<file path="src/rtl/bswap_pkg.sv">
package bswap_pkg;
   typedef enum logic [2:0] {
      ST_SETTLE   = 3'd0,
      ST_MEASURE  = 3'd1,
      ST_RUN      = 3'd2,
      ST_SWAP_UV  = 3'd3,
      ST_SWAP_DET = 3'd4
   } seq_state_t;

   localparam int NUM_SRC = 2;
   localparam int SRC_UV  = 0;   // higher priority when both qualify together
   localparam int SRC_DET = 1;
endpackage

</file>
<file path="src/rtl/bswap_qualify.sv">
module bswap_qualify #(
   parameter int QUAL_TICKS = 32768
) (
   input  logic clk,
   input  logic rst_n,
   input  logic clear,
   input  logic tick,
   input  logic bad,
   output logic fire
);
   localparam int QW = $clog2(QUAL_TICKS + 1);
   localparam logic [QW-1:0] QMAX = QW'(QUAL_TICKS);
   localparam logic [QW-1:0] QLAST = QW'(QUAL_TICKS - 1);

   logic [QW-1:0] cnt;

   if (QUAL_TICKS < 2) begin : g_bad_qual
      $error("bswap_qualify: QUAL_TICKS must be at least 2");
   end

   always_ff @(posedge clk or negedge rst_n) begin
      if (!rst_n) begin
         cnt  <= '0;
         fire <= 1'b0;
      end else begin
         fire <= 1'b0;
         if (clear || !bad) begin
            cnt <= '0;
         end else if (tick && (cnt < QMAX)) begin
            cnt <= cnt + 1'b1;
            if (cnt == QLAST) fire <= 1'b1;
         end
      end
   end

   // saturation keeps the qualified event a single pulse
   a_r5_fire_single: assert property (@(posedge clk) disable iff (!rst_n)
      fire |=> !fire);
   // an event only follows a cycle in which the input was bad
   a_r5_fire_after_bad: assert property (@(posedge clk) disable iff (!rst_n)
      fire |-> $past(bad && !clear && tick));
endmodule

</file>
<file path="src/rtl/bswap_timer.sv">
module bswap_timer #(
   parameter int DEBOUNCE_TICKS = 4096
) (
   input  logic clk,
   input  logic rst_n,
   input  logic load,
   input  logic run,
   input  logic tick,
   output logic done
);
   localparam int DW = $clog2(DEBOUNCE_TICKS);
   localparam logic [DW-1:0] DLAST = DW'(DEBOUNCE_TICKS - 1);

   logic [DW-1:0] cnt;

   if (DEBOUNCE_TICKS < 2) begin : g_bad_deb
      $error("bswap_timer: DEBOUNCE_TICKS must be at least 2");
   end

   assign done = run && tick && (cnt == DLAST);

   always_ff @(posedge clk or negedge rst_n) begin
      if (!rst_n) begin
         cnt <= '0;
      end else if (load) begin
         cnt <= '0;
      end else if (run && tick) begin
         cnt <= done ? '0 : cnt + 1'b1;
      end
   end

   // the settling count never passes its last value
   a_r2_cnt_range: assert property (@(posedge clk) disable iff (!rst_n)
      cnt <= DLAST);
endmodule

</file>
<file path="src/rtl/bswap_status.sv">
module bswap_status (
   input  logic clk,
   input  logic rst_n,
   input  logic swap_evt,
   input  logic fail_wr,
   input  logic fail_wdata,
   input  logic por_wr,
   input  logic por_wdata,
   output logic soft_rst,
   output logic fail_flag,
   output logic por_flag
);
   assign soft_rst = por_wr && por_wdata;

   always_ff @(posedge clk or negedge rst_n) begin
      if (!rst_n) begin
         fail_flag <= 1'b0;
         por_flag  <= 1'b1;
      end else begin
         if (soft_rst)
            fail_flag <= 1'b0;
         else if (swap_evt)
            fail_flag <= 1'b1;
         else if (fail_wr && !fail_wdata)
            fail_flag <= 1'b0;

         if (soft_rst)
            por_flag <= 1'b1;
         else if (por_wr && !por_wdata)
            por_flag <= 1'b0;
      end
   end

   // a swap set overrides a same-cycle software clear
   a_r8_set_wins: assert property (@(posedge clk) disable iff (!rst_n)
      (swap_evt && !soft_rst) |=> fail_flag);
   // writing 1 leaves the flag as it was
   a_r8_write_one_noop: assert property (@(posedge clk) disable iff (!rst_n)
      (fail_wr && fail_wdata && !swap_evt && !soft_rst) |=> (fail_flag == $past(fail_flag)));
   // soft reset sets the power-on flag and drops the failure flag
   a_r9_soft_flags: assert property (@(posedge clk) disable iff (!rst_n)
      soft_rst |=> (por_flag && !fail_flag));
endmodule

</file>
<file path="src/rtl/bswap_seq.sv">
module bswap_seq
   import bswap_pkg::*;
#(
   parameter int QUAL_TICKS     = 32768,
   parameter int DEBOUNCE_TICKS = 4096
) (
   input  logic clk,
   input  logic rst_n,
   input  logic tick,
   input  logic uv_low,
   input  logic det_high,
   input  logic rst_sense,
   input  logic meas_done,
   input  logic fail_wr,
   input  logic fail_wdata,
   input  logic por_wr,
   input  logic por_wdata,
   output logic chg_inhibit,
   output logic rst_pulldown,
   output logic meas_req,
   output logic restart,
   output logic fail_flag,
   output logic por_flag
);
   seq_state_t state;
   logic [NUM_SRC-1:0] src_bad;
   logic [NUM_SRC-1:0] fire;
   logic soft_rst;
   logic settle_done;
   logic live;
   logic parked;
   logic hold;

   assign src_bad[SRC_UV]  = uv_low;
   assign src_bad[SRC_DET] = det_high;
   assign live   = (state == ST_SETTLE) || (state == ST_MEASURE) || (state == ST_RUN);
   assign parked = (state == ST_SWAP_UV) || (state == ST_SWAP_DET);

   for (genvar s = 0; s < NUM_SRC; s++) begin : g_src
      bswap_qualify #(.QUAL_TICKS(QUAL_TICKS)) u_qual (
         .clk   (clk),
         .rst_n (rst_n),
         .clear (soft_rst || parked),
         .tick  (tick),
         .bad   (src_bad[s]),
         .fire  (fire[s])
      );
   end

   bswap_timer #(.DEBOUNCE_TICKS(DEBOUNCE_TICKS)) u_timer (
      .clk   (clk),
      .rst_n (rst_n),
      .load  (soft_rst || (state != ST_SETTLE)),
      .run   (state == ST_SETTLE),
      .tick  (tick),
      .done  (settle_done)
   );

   bswap_status u_status (
      .clk        (clk),
      .rst_n      (rst_n),
      .swap_evt   (|fire),
      .fail_wr    (fail_wr),
      .fail_wdata (fail_wdata),
      .por_wr     (por_wr),
      .por_wdata  (por_wdata),
      .soft_rst   (soft_rst),
      .fail_flag  (fail_flag),
      .por_flag   (por_flag)
   );

   always_ff @(posedge clk or negedge rst_n) begin
      if (!rst_n) begin
         state   <= ST_SETTLE;
         restart <= 1'b0;
         hold    <= 1'b0;
      end else begin
         restart <= 1'b0;
         if (soft_rst) begin
            state <= ST_SETTLE;
            hold  <= 1'b0;
         end else if (live && fire[SRC_UV]) begin
            state <= ST_SWAP_UV;
            hold  <= 1'b0;
         end else if (live && fire[SRC_DET]) begin
            state <= ST_SWAP_DET;
            hold  <= 1'b0;
         end else begin
            case (state)
               ST_SETTLE: begin
                  if (!rst_sense) hold <= 1'b1;
                  if (settle_done) state <= ST_MEASURE;
               end
               ST_MEASURE: begin
                  if (meas_done) begin
                     state <= ST_RUN;
                     hold  <= 1'b0;
                  end else if (!rst_sense) begin
                     hold <= 1'b1;
                  end
               end
               ST_RUN: ;
               ST_SWAP_UV: begin
                  if (!uv_low) begin
                     state   <= ST_SETTLE;
                     restart <= 1'b1;
                  end
               end
               ST_SWAP_DET: begin
                  if (!det_high) begin
                     state   <= ST_SETTLE;
                     restart <= 1'b1;
                  end
               end
               default: state <= ST_SETTLE;
            endcase
         end
      end
   end

   assign meas_req     = (state == ST_MEASURE);
   assign chg_inhibit  = (state == ST_MEASURE);
   assign rst_pulldown = hold;

   // without a tick the settling phase cannot end
   a_r2_no_tick_hold: assert property (@(posedge clk) disable iff (!rst_n)
      (state == ST_SETTLE && !tick && !soft_rst && fire == '0) |=> (state == ST_SETTLE));
   // an accepted end of measurement releases everything
   a_r3_done_releases: assert property (@(posedge clk) disable iff (!rst_n)
      (state == ST_MEASURE && meas_done && fire == '0 && !soft_rst) |=> (state == ST_RUN && !rst_pulldown));
   // the reset pull-down only exists during start-up
   a_r4_pulldown_scope: assert property (@(posedge clk) disable iff (!rst_n)
      rst_pulldown |-> (state == ST_SETTLE || state == ST_MEASURE));
   // a restart pulse only follows a parked swap state
   a_r6_restart_origin: assert property (@(posedge clk) disable iff (!rst_n)
      restart |-> (state == ST_SETTLE && $past(state == ST_SWAP_UV || state == ST_SWAP_DET)));
   // restart is a single-cycle pulse
   a_r6_restart_single: assert property (@(posedge clk) disable iff (!rst_n)
      restart |=> !restart);
   // a qualified supply swap beats a same-cycle end of measurement
   a_r10_swap_wins: assert property (@(posedge clk) disable iff (!rst_n)
      (state == ST_MEASURE && fire[SRC_UV] && !soft_rst) |=> (state == ST_SWAP_UV));
endmodule

</file>
<file path="config.mk">
export PLATFORM = sky130hd
export DESIGN_NAME = bswap_seq
export DESIGN_NICKNAME = d
export VERILOG_FILES = /design/src/rtl/bswap_pkg.sv /design/src/rtl/bswap_qualify.sv /design/src/rtl/bswap_timer.sv /design/src/rtl/bswap_status.sv /design/src/rtl/bswap_seq.sv
export SDC_FILE = /design/constraint.sdc
export NUM_CORES = 1
export LEC_CHECK = 0
export ABC_AREA = 1
export BUFFER_PORTS_ARGS = -buffer_cell sky130_fd_sc_hd__buf_2
export CORE_ASPECT_RATIO = 1.25
export CORE_UTILIZATION = 65
export DETAILED_ROUTE_END_ITERATION = 16
export PLACE_DENSITY = 0.84
export SYNTH_ARGS = -nofsm -noshare
export SYNTH_HDL_FRONTEND = slang
export SYNTH_SLANG_ARGS = --single-unit
</file>
<file path="constraint.sdc">
create_clock -name clk -period 2.65 [get_ports clk]
set_clock_uncertainty 0.15 [all_clocks]
set_input_delay 0.3975 -clock clk [delete_from_list [all_inputs] [get_ports clk]]
set_output_delay 0.3975 -clock clk [all_outputs]
set_load 0.02 [all_outputs]
</file>
==> summary.md, run 1 <==
| Metric | Value |
|---|---|
| Highest Signal Layer | `met4` |
| Pleak | `0.00155 µW` |
| RSZ-0062 raised after global routing | `false` |
| Starting Density | `0.679` |
| Post-route minimum period | `2090 ps` |
| Primary FF master, synth | `dfrtp_1` |
| DR WL met3 | `272 µm` |
| Switching share of power | `0.313` |
| Placeable Area | `4430 µm²` |
| CP Capture Type | `output port` |
| Drt total wl | `6220 µm` |
| Syn_nets | `426` |
| CP max FO | `7` |
| Area of the multi-input gates | `1410 µm²` |
| Unique cell type count in the Yosys netlist | `32` |
| Setup CP Type | `flop to output port` |
| Final hold viol count | `0` |
| NetSw | `578 µW` |
| Syn Inst Count | `412` |
| First-pass GRT wire length | `11,100 µm` |
| Die height | `78.0 µm` |
| Share of layout cells above drive strength 1 | `0.0831` |
| Delay-heaviest family, CP | `flip-flops` |
| # fillers | `375` |
| Hold Crit Start | `por_wr` |
| Worst vdd ir | `0.000420 V` |
| Nets@finish | `446` |
| Gpl congestion | `0.914` |
| Mux share of post-synthesis cell area | `0` |
| Mean post-synth cell area | `7.29 µm²` |
| Met2 routed wirelength | `3160 µm` |
| Largest family of logic cells by synthesized area | `simple AND/OR/NAND/NOR gates` |
| GRT Util Overall | `0.282` |
| IO buf count | `16` |
| Layout Utilization | `0.735` |
| Crit path launch | `state[1]` |
| CP required | `2100 ps` |
| Ports | `17` |
| N_diodes | `0` |
| Final Power | `1850 µW` |
| Post-synthesis xor/xnor area fraction | `0.00875` |
| Synth Area in Simple Gates | `0.353` |
| Fraction of registers with async set/reset | `1.00` |
| Die area | `4900 µm²` |
| Slowest-stage cell, CP | `dfrtp_1` |
| Max-Slew Margin vs Limit | `0.697` |
| Reg power frac | `0.481` |
| Clock transition at path regs | `90 ps` |
| Crit-path max cell delay | `470 ps` |
| Startpoint types | `flop` |
| Critical path arrival | `1540 ps` |
| Cells along the critical path | `nor2_1, inv_1, nor2_1, buf_2` |
| Tcrit/Tclk final | `0.787` |
| Die Width | `62.8 µm` |
| Reg2reg setup slack | `830 ps` |
| Clk Tree Root Cell | `clkbuf_8` |
| Number of synthesis warnings | `0` |
| Status | `completed` |
| Final TNS setup | `0 ps` |
| CP Buf/Inv Count | `2` |
| Wire length per cell | `12.7 µm` |
| HPWL Detailed | `4490 µm` |
| Pin count of the biggest net entering global routing | `20` |
| Metal1 wirelength | `2690 µm` |
| Reg-to-reg endpoint | `state[0]` |
| Seq. cell area | `1330 µm²` |
| CTS Sinks | `53` |
| Internal Power | `1270 µW` |
| Drt initial violations | `236` |
| DRT Pass-1 Iters | `5` |
| Max Fclk | `0.479 GHz` |
| FF-to-FF Start | `u_timer.cnt[0]` |
| Post-DRT Antenna Nets | `0` |
| Synth Register Bits | `53` |
| # setup viols final | `0` |
| Pwr dens | `568 nW/µm²` |
| Synthesized area | `3000 µm²` |
| Compound-Gate Fraction of Synth Area | `0.0950` |
| Hold EP | `u_status.por_flag` |
| Critical path depth | `4` |
| EDFF count, synth | `0` |
| Via-to-Cell Ratio | `5.70` |
| HP Class | `input pin to flop` |
| Actual slew at the worst max-slew pin | `454 ps` |
| Hold path depth | `2` |
| Depth of the most critical reg-to-reg path | `8` |
| MaxCap Viol Count | `0` |
| Post-CTS Resized | `0` |
| Drt drc | `0` |
| GRT overflow | `0` |
| Via count | `2,799` |
| CTS buffer count | `5` |
| CTS Buffer Depth | `2` |
| CTS tree | `done` |
| Initial antenna violation count | `0` |
| CTS HTree Levels | `2` |
| Final Slew Violations | `0` |
| Row cnt | `27` |
| Post-CTS Setup Inserts | `0` |
| Clk pwr share | `0.319` |
| Vias in the first global route | `2,618` |
| Post-Synth Adder-Cell Area | `0.0125` |
| Worst skew pair latency | `310 ps` |
| Most numerous cell on the critical path | `nor2_1` |
| Area Overhead vs Synth | `8.33%` |
| Post-synthesis sequential area ratio | `0.442` |
| Combinational power share | `0.200` |
[cell type report]
cell class / count / share of cell area
inverters: 58 / 0.0669
clock buffers: 6 / 0.0254
flip-flops and latches: 53 / 0.408
repair buffers: 19 / 0.0323
well taps: 58 / 0.0223
clock inverters: 2 / 0.0115
multi-input cells: 295 / 0.433
[through the flow]
stage	setup WS (ps)	hold WS [ps]	area (µm²)	cells
2_1_floorplan	821	-48.1	3000	412
3_3_place_gp	779	196	3120	482
3_5_place_dp	694	208	3120	482
4_1_cts	575	109	3250	491
5_1_grt	470	133	3250	491
6_report	564	117	3250	491
[routing by layer]
metal	vias up	global-route usage
li1	1369	-
met1	1314	0.341
met2	104	0.485
met3	12	0.0471
met4	0	0.137
met5	-	0
[cell usage in the layout, fill, tap and decap left out, types with 6 or more instances in the layout]
cell type,count
nand2_1,100
nor3_1,7
dfrtp_1,52
o21bai_1,7
clkbuf_8,6
a21oi_1,17
o21ai_0,16
nand3_1,39
nand4_1,16
inv_1,55
nor2_1,65
buf_2,16
[worst register-to-register path, cell delays in order, from the launching register on]
cell	delay (ps)
dfrtp_1	400
ha_1	290
nand3_1	140
nor2_1	190
nand3_1	150
nand3_1	160
nand2_1	100
nand2_1	80
nand2_1	50
[timing repair]
item	CTS	global route
hold buffers	1	0
endpoints found under the setup margin	0	0
endpoints found under the hold margin	17	0
[power by group through the flow]
stage / clock network [µW] / logic (µW) / registers (µW)
detailed placement: 0 / 366 / 903
global route: 617 / 419 / 893
floorplan: 0 / 277 / 905
finish: 589 / 369 / 888
global placement: 0 / 359 / 901
CTS: 596 / 369 / 887
[worst max path at each step]
stage / to / slack (ps)
finish: chg_inhibit / 560
global route: chg_inhibit / 470
CTS: chg_inhibit / 570
detailed placement: g_src[0].u_qual.cnt[10] / 690
global placement: g_src[0].u_qual.cnt[10] / 780
floorplan: meas_req / 820
[synthesized netlist by cell type (3+ instances only)]
library cell	count	area (µm²)
a31oi_1	3	18.8
inv_1	55	206
a21oi_1	17	85.1
o21bai_1	7	52.6
nand3_1	39	195
o21ai_0	16	80.1
nand2_1	100	375
nor2_4	3	33.8
nor2_1	65	244
nor3_1	7	35.0
dfrtp_1	52	1300
nand4_1	16	100
ha_1	3	37.5
[registers in the layout (all words and copies together) (netlist names)]
name and flops:
u_status.por_flag 1, restart 1, u_status.fail_flag 1, rst_pulldown 1, g_src.u_qual.cnt 32, state 3, u_timer.cnt 12, g_src.u_qual.fire 2
[cells by family (layout without fill, tap and decap cells)]
group | after synthesis | after routing
AND/OR/NAND/NOR | 239 | 239
buffers and inverters | 64 | 85
flip-flops | 53 | 53
AO/OA/AOI/OAI | 50 | 50
adder cells (fa/ha/maj) | 3 | 3
XOR/XNOR | 3 | 3
Note: power is estimated with default switching activity, not from simulation.
==> inputs of run 2 (changes only) <==
--- a/config.mk
+++ b/config.mk
@@ -8,9 +8,9 @@
 export ABC_AREA = 1
 export BUFFER_PORTS_ARGS = -buffer_cell sky130_fd_sc_hd__buf_2
 export CORE_ASPECT_RATIO = 1.25
-export CORE_UTILIZATION = 65
+export CORE_UTILIZATION = 61
 export DETAILED_ROUTE_END_ITERATION = 16
-export PLACE_DENSITY = 0.84
+export PLACE_DENSITY = 0.8
 export SYNTH_ARGS = -nofsm -noshare
 export SYNTH_HDL_FRONTEND = slang
 export SYNTH_SLANG_ARGS = --single-unit
==> constraint.sdc (replaced) <==
create_clock -name clk -period 2.2 [get_ports clk]
set_clock_uncertainty 0.15 [all_clocks]
set_input_delay 0.33 -clock clk [delete_from_list [all_inputs] [get_ports clk]]
set_output_delay 0.33 -clock clk [all_outputs]
set_load 0.02 [all_outputs]
==> summary.md, run 2 (synthesized netlist as in run 1, its figures left out) <==
| Metric | Value |
|---|---|
| Status | `completed` |
| CP max FO | `7` |
| Ports | `17` |
| Wire length per cell | `12.7 µm` |
| Pwr dens | `679 nW/µm²` |
| HP Class | `input pin to flop` |
| Max Fclk | `0.504 GHz` |
| CTS Buffer Depth | `2` |
| Via-to-Cell Ratio | `5.47` |
| Starting Density | `0.635` |
| Gpl congestion | `0.906` |
| Reg-to-reg endpoint | `u_timer.cnt[11]` |
| Critical Path End | `meas_req` |
| CTS buffer count | `5` |
| Worst skew pair latency | `310 ps` |
| Pleak | `0.00155 µW` |
| Depth of the most critical reg-to-reg path | `7` |
| Initial antenna violation count | `0` |
| Die area | `5210 µm²` |
| First-pass GRT wire length | `10,900 µm` |
| IO buf count | `16` |
| Placeable Area | `4730 µm²` |
| Regs by FF count | `g_src.u_qual.cnt (32), u_timer.cnt (12), state (3)` |
| Critical path arrival | `1500 ps` |
| Layout Utilization | `0.690` |
| Via count | `2,703` |
| Number of flip-flops in the largest register | `32` |
| HPWL Detailed | `4530 µm` |
| Drt drc | `0` |
| Drt initial violations | `204` |
| Vias in the first global route | `2,586` |
| Worst vdd ir | `0.000424 V` |
| DRT Pass-1 Iters | `5` |
| Final hold viol count | `0` |
| Largest Register | `g_src.u_qual.cnt` |
| GRT Util Overall | `0.269` |
| Nets@finish | `447` |
| Hold Worst Slack | `23.5 ps` |
| Final Slew Violations | `0` |
| Tcrit/Tclk final | `0.902` |
| Clk Tree Root Cell | `clkbuf_8` |
| # setup viols final | `0` |
| Max-Slew Margin vs Limit | `0.612` |
| Die height | `80.4 µm` |
| Clock transition at path regs | `100 ps` |
| Crit path launch | `state[1]` |
| Area Overhead vs Synth | `8.67%` |
| Drt total wl | `6270 µm` |
| GRT overflow | `0` |
| Pin count of the biggest net entering global routing | `27` |
| CP Capture Type | `output port` |
| CTS tree | `done` |
| Share of layout cells above drive strength 1 | `0.0853` |
| Post-route minimum period | `1980 ps` |
| Final TNS setup | `0 ps` |
| RSZ-0062 raised after global routing | `false` |
| N_diodes | `0` |
| Post-DRT Antenna Nets | `0` |
| CTS Sinks | `53` |
| CP required | `1720 ps` |
| Row cnt | `28` |
| CTS HTree Levels | `2` |
| Startpoint types | `flop` |
| Commonest cells after routing, fill and taps aside | `nand2_1 (100), nor2_1 (65), inv_1 (55), dfrtp_1 (52), nand3_1 (39)` |
| Die Width | `64.8 µm` |
| Post-CTS Resized | `0` |
| Most common cell after layout, fill and taps aside | `nand2_1` |
| Actual slew at the worst max-slew pin | `582 ps` |
| MaxCap Viol Count | `0` |
| FF-to-FF Start | `u_timer.cnt[0]` |
| Reg2reg setup slack | `450 ps` |
| Setup CP Type | `flop to output port` |
run 2: cell count changes in the layout (fill, tap and decap cells not counted), sizes merged:
cell	previous run	this run
buf	18	19
run 2: what timing repair did:
action	CTS	global route
buffers inserted	0	0
hold endpoints to repair	23	0
hold buffers	1	0
endpoints found under the setup margin	0	0
run 2: critical path: stages (launching register included):
cell and delay, ps:
dfrtp_1 460, nor2_1 220, inv_1 90, nor2_1 210, buf_2 210
run 2: through the flow:
stage | setup WS, ps | instance area, µm² | total power [µW] | std cells
6_report | 215 | 3260 | 2220 | 494
5_1_grt | 134 | 3260 | 2320 | 494
4_1_cts | 206 | 3260 | 2230 | 494
3_5_place_dp | 396 | 3130 | 1530 | 485
3_3_place_gp | 464 | 3130 | 1520 | 485
2_1_floorplan | 439 | 3000 | 1420 | 412
run 2: area by class of cell:
type / instances / area [µm²]
multi-input cells: 295 / 1410
clock inverters: 2 / 37.5
flip-flops and latches: 53 / 1330
well taps: 60 / 75.1
clock buffers: 6 / 82.6
repair buffers: 20 / 113
fillers: 408 / 1470
inverters: 58 / 218
run 2: worst min path at each step:
stage / cells past startpoint / slack [ps] / endpoint / from
after CTS: 2 / 20 / u_status.por_flag / por_wr
after detailed placement: 1 / 210 / state[1] / rst_n
final: 2 / 20 / u_status.por_flag / por_wr
after global placement: 1 / 200 / state[1] / rst_n
after floorplan: 0 / -120 / g_src[0].u_qual.cnt[0] / rst_n
after global routing: 2 / 50 / rst_pulldown / meas_done
run 2: where the power goes:
group	internal (µW)	switching, µW
registers	1020	49.6
clock network	370	331
logic	138	307
run 2: routing by layer:
metal  part of all wire  up-vias  track usage  wire length, µm
li1                   -     1371            -                -
met1               0.44     1254        0.315             2750
met2               0.51       69        0.484             3180
met3              0.040        9       0.0526              249
met4              0.015        0       0.0933               93
met5                  0        -            0                0
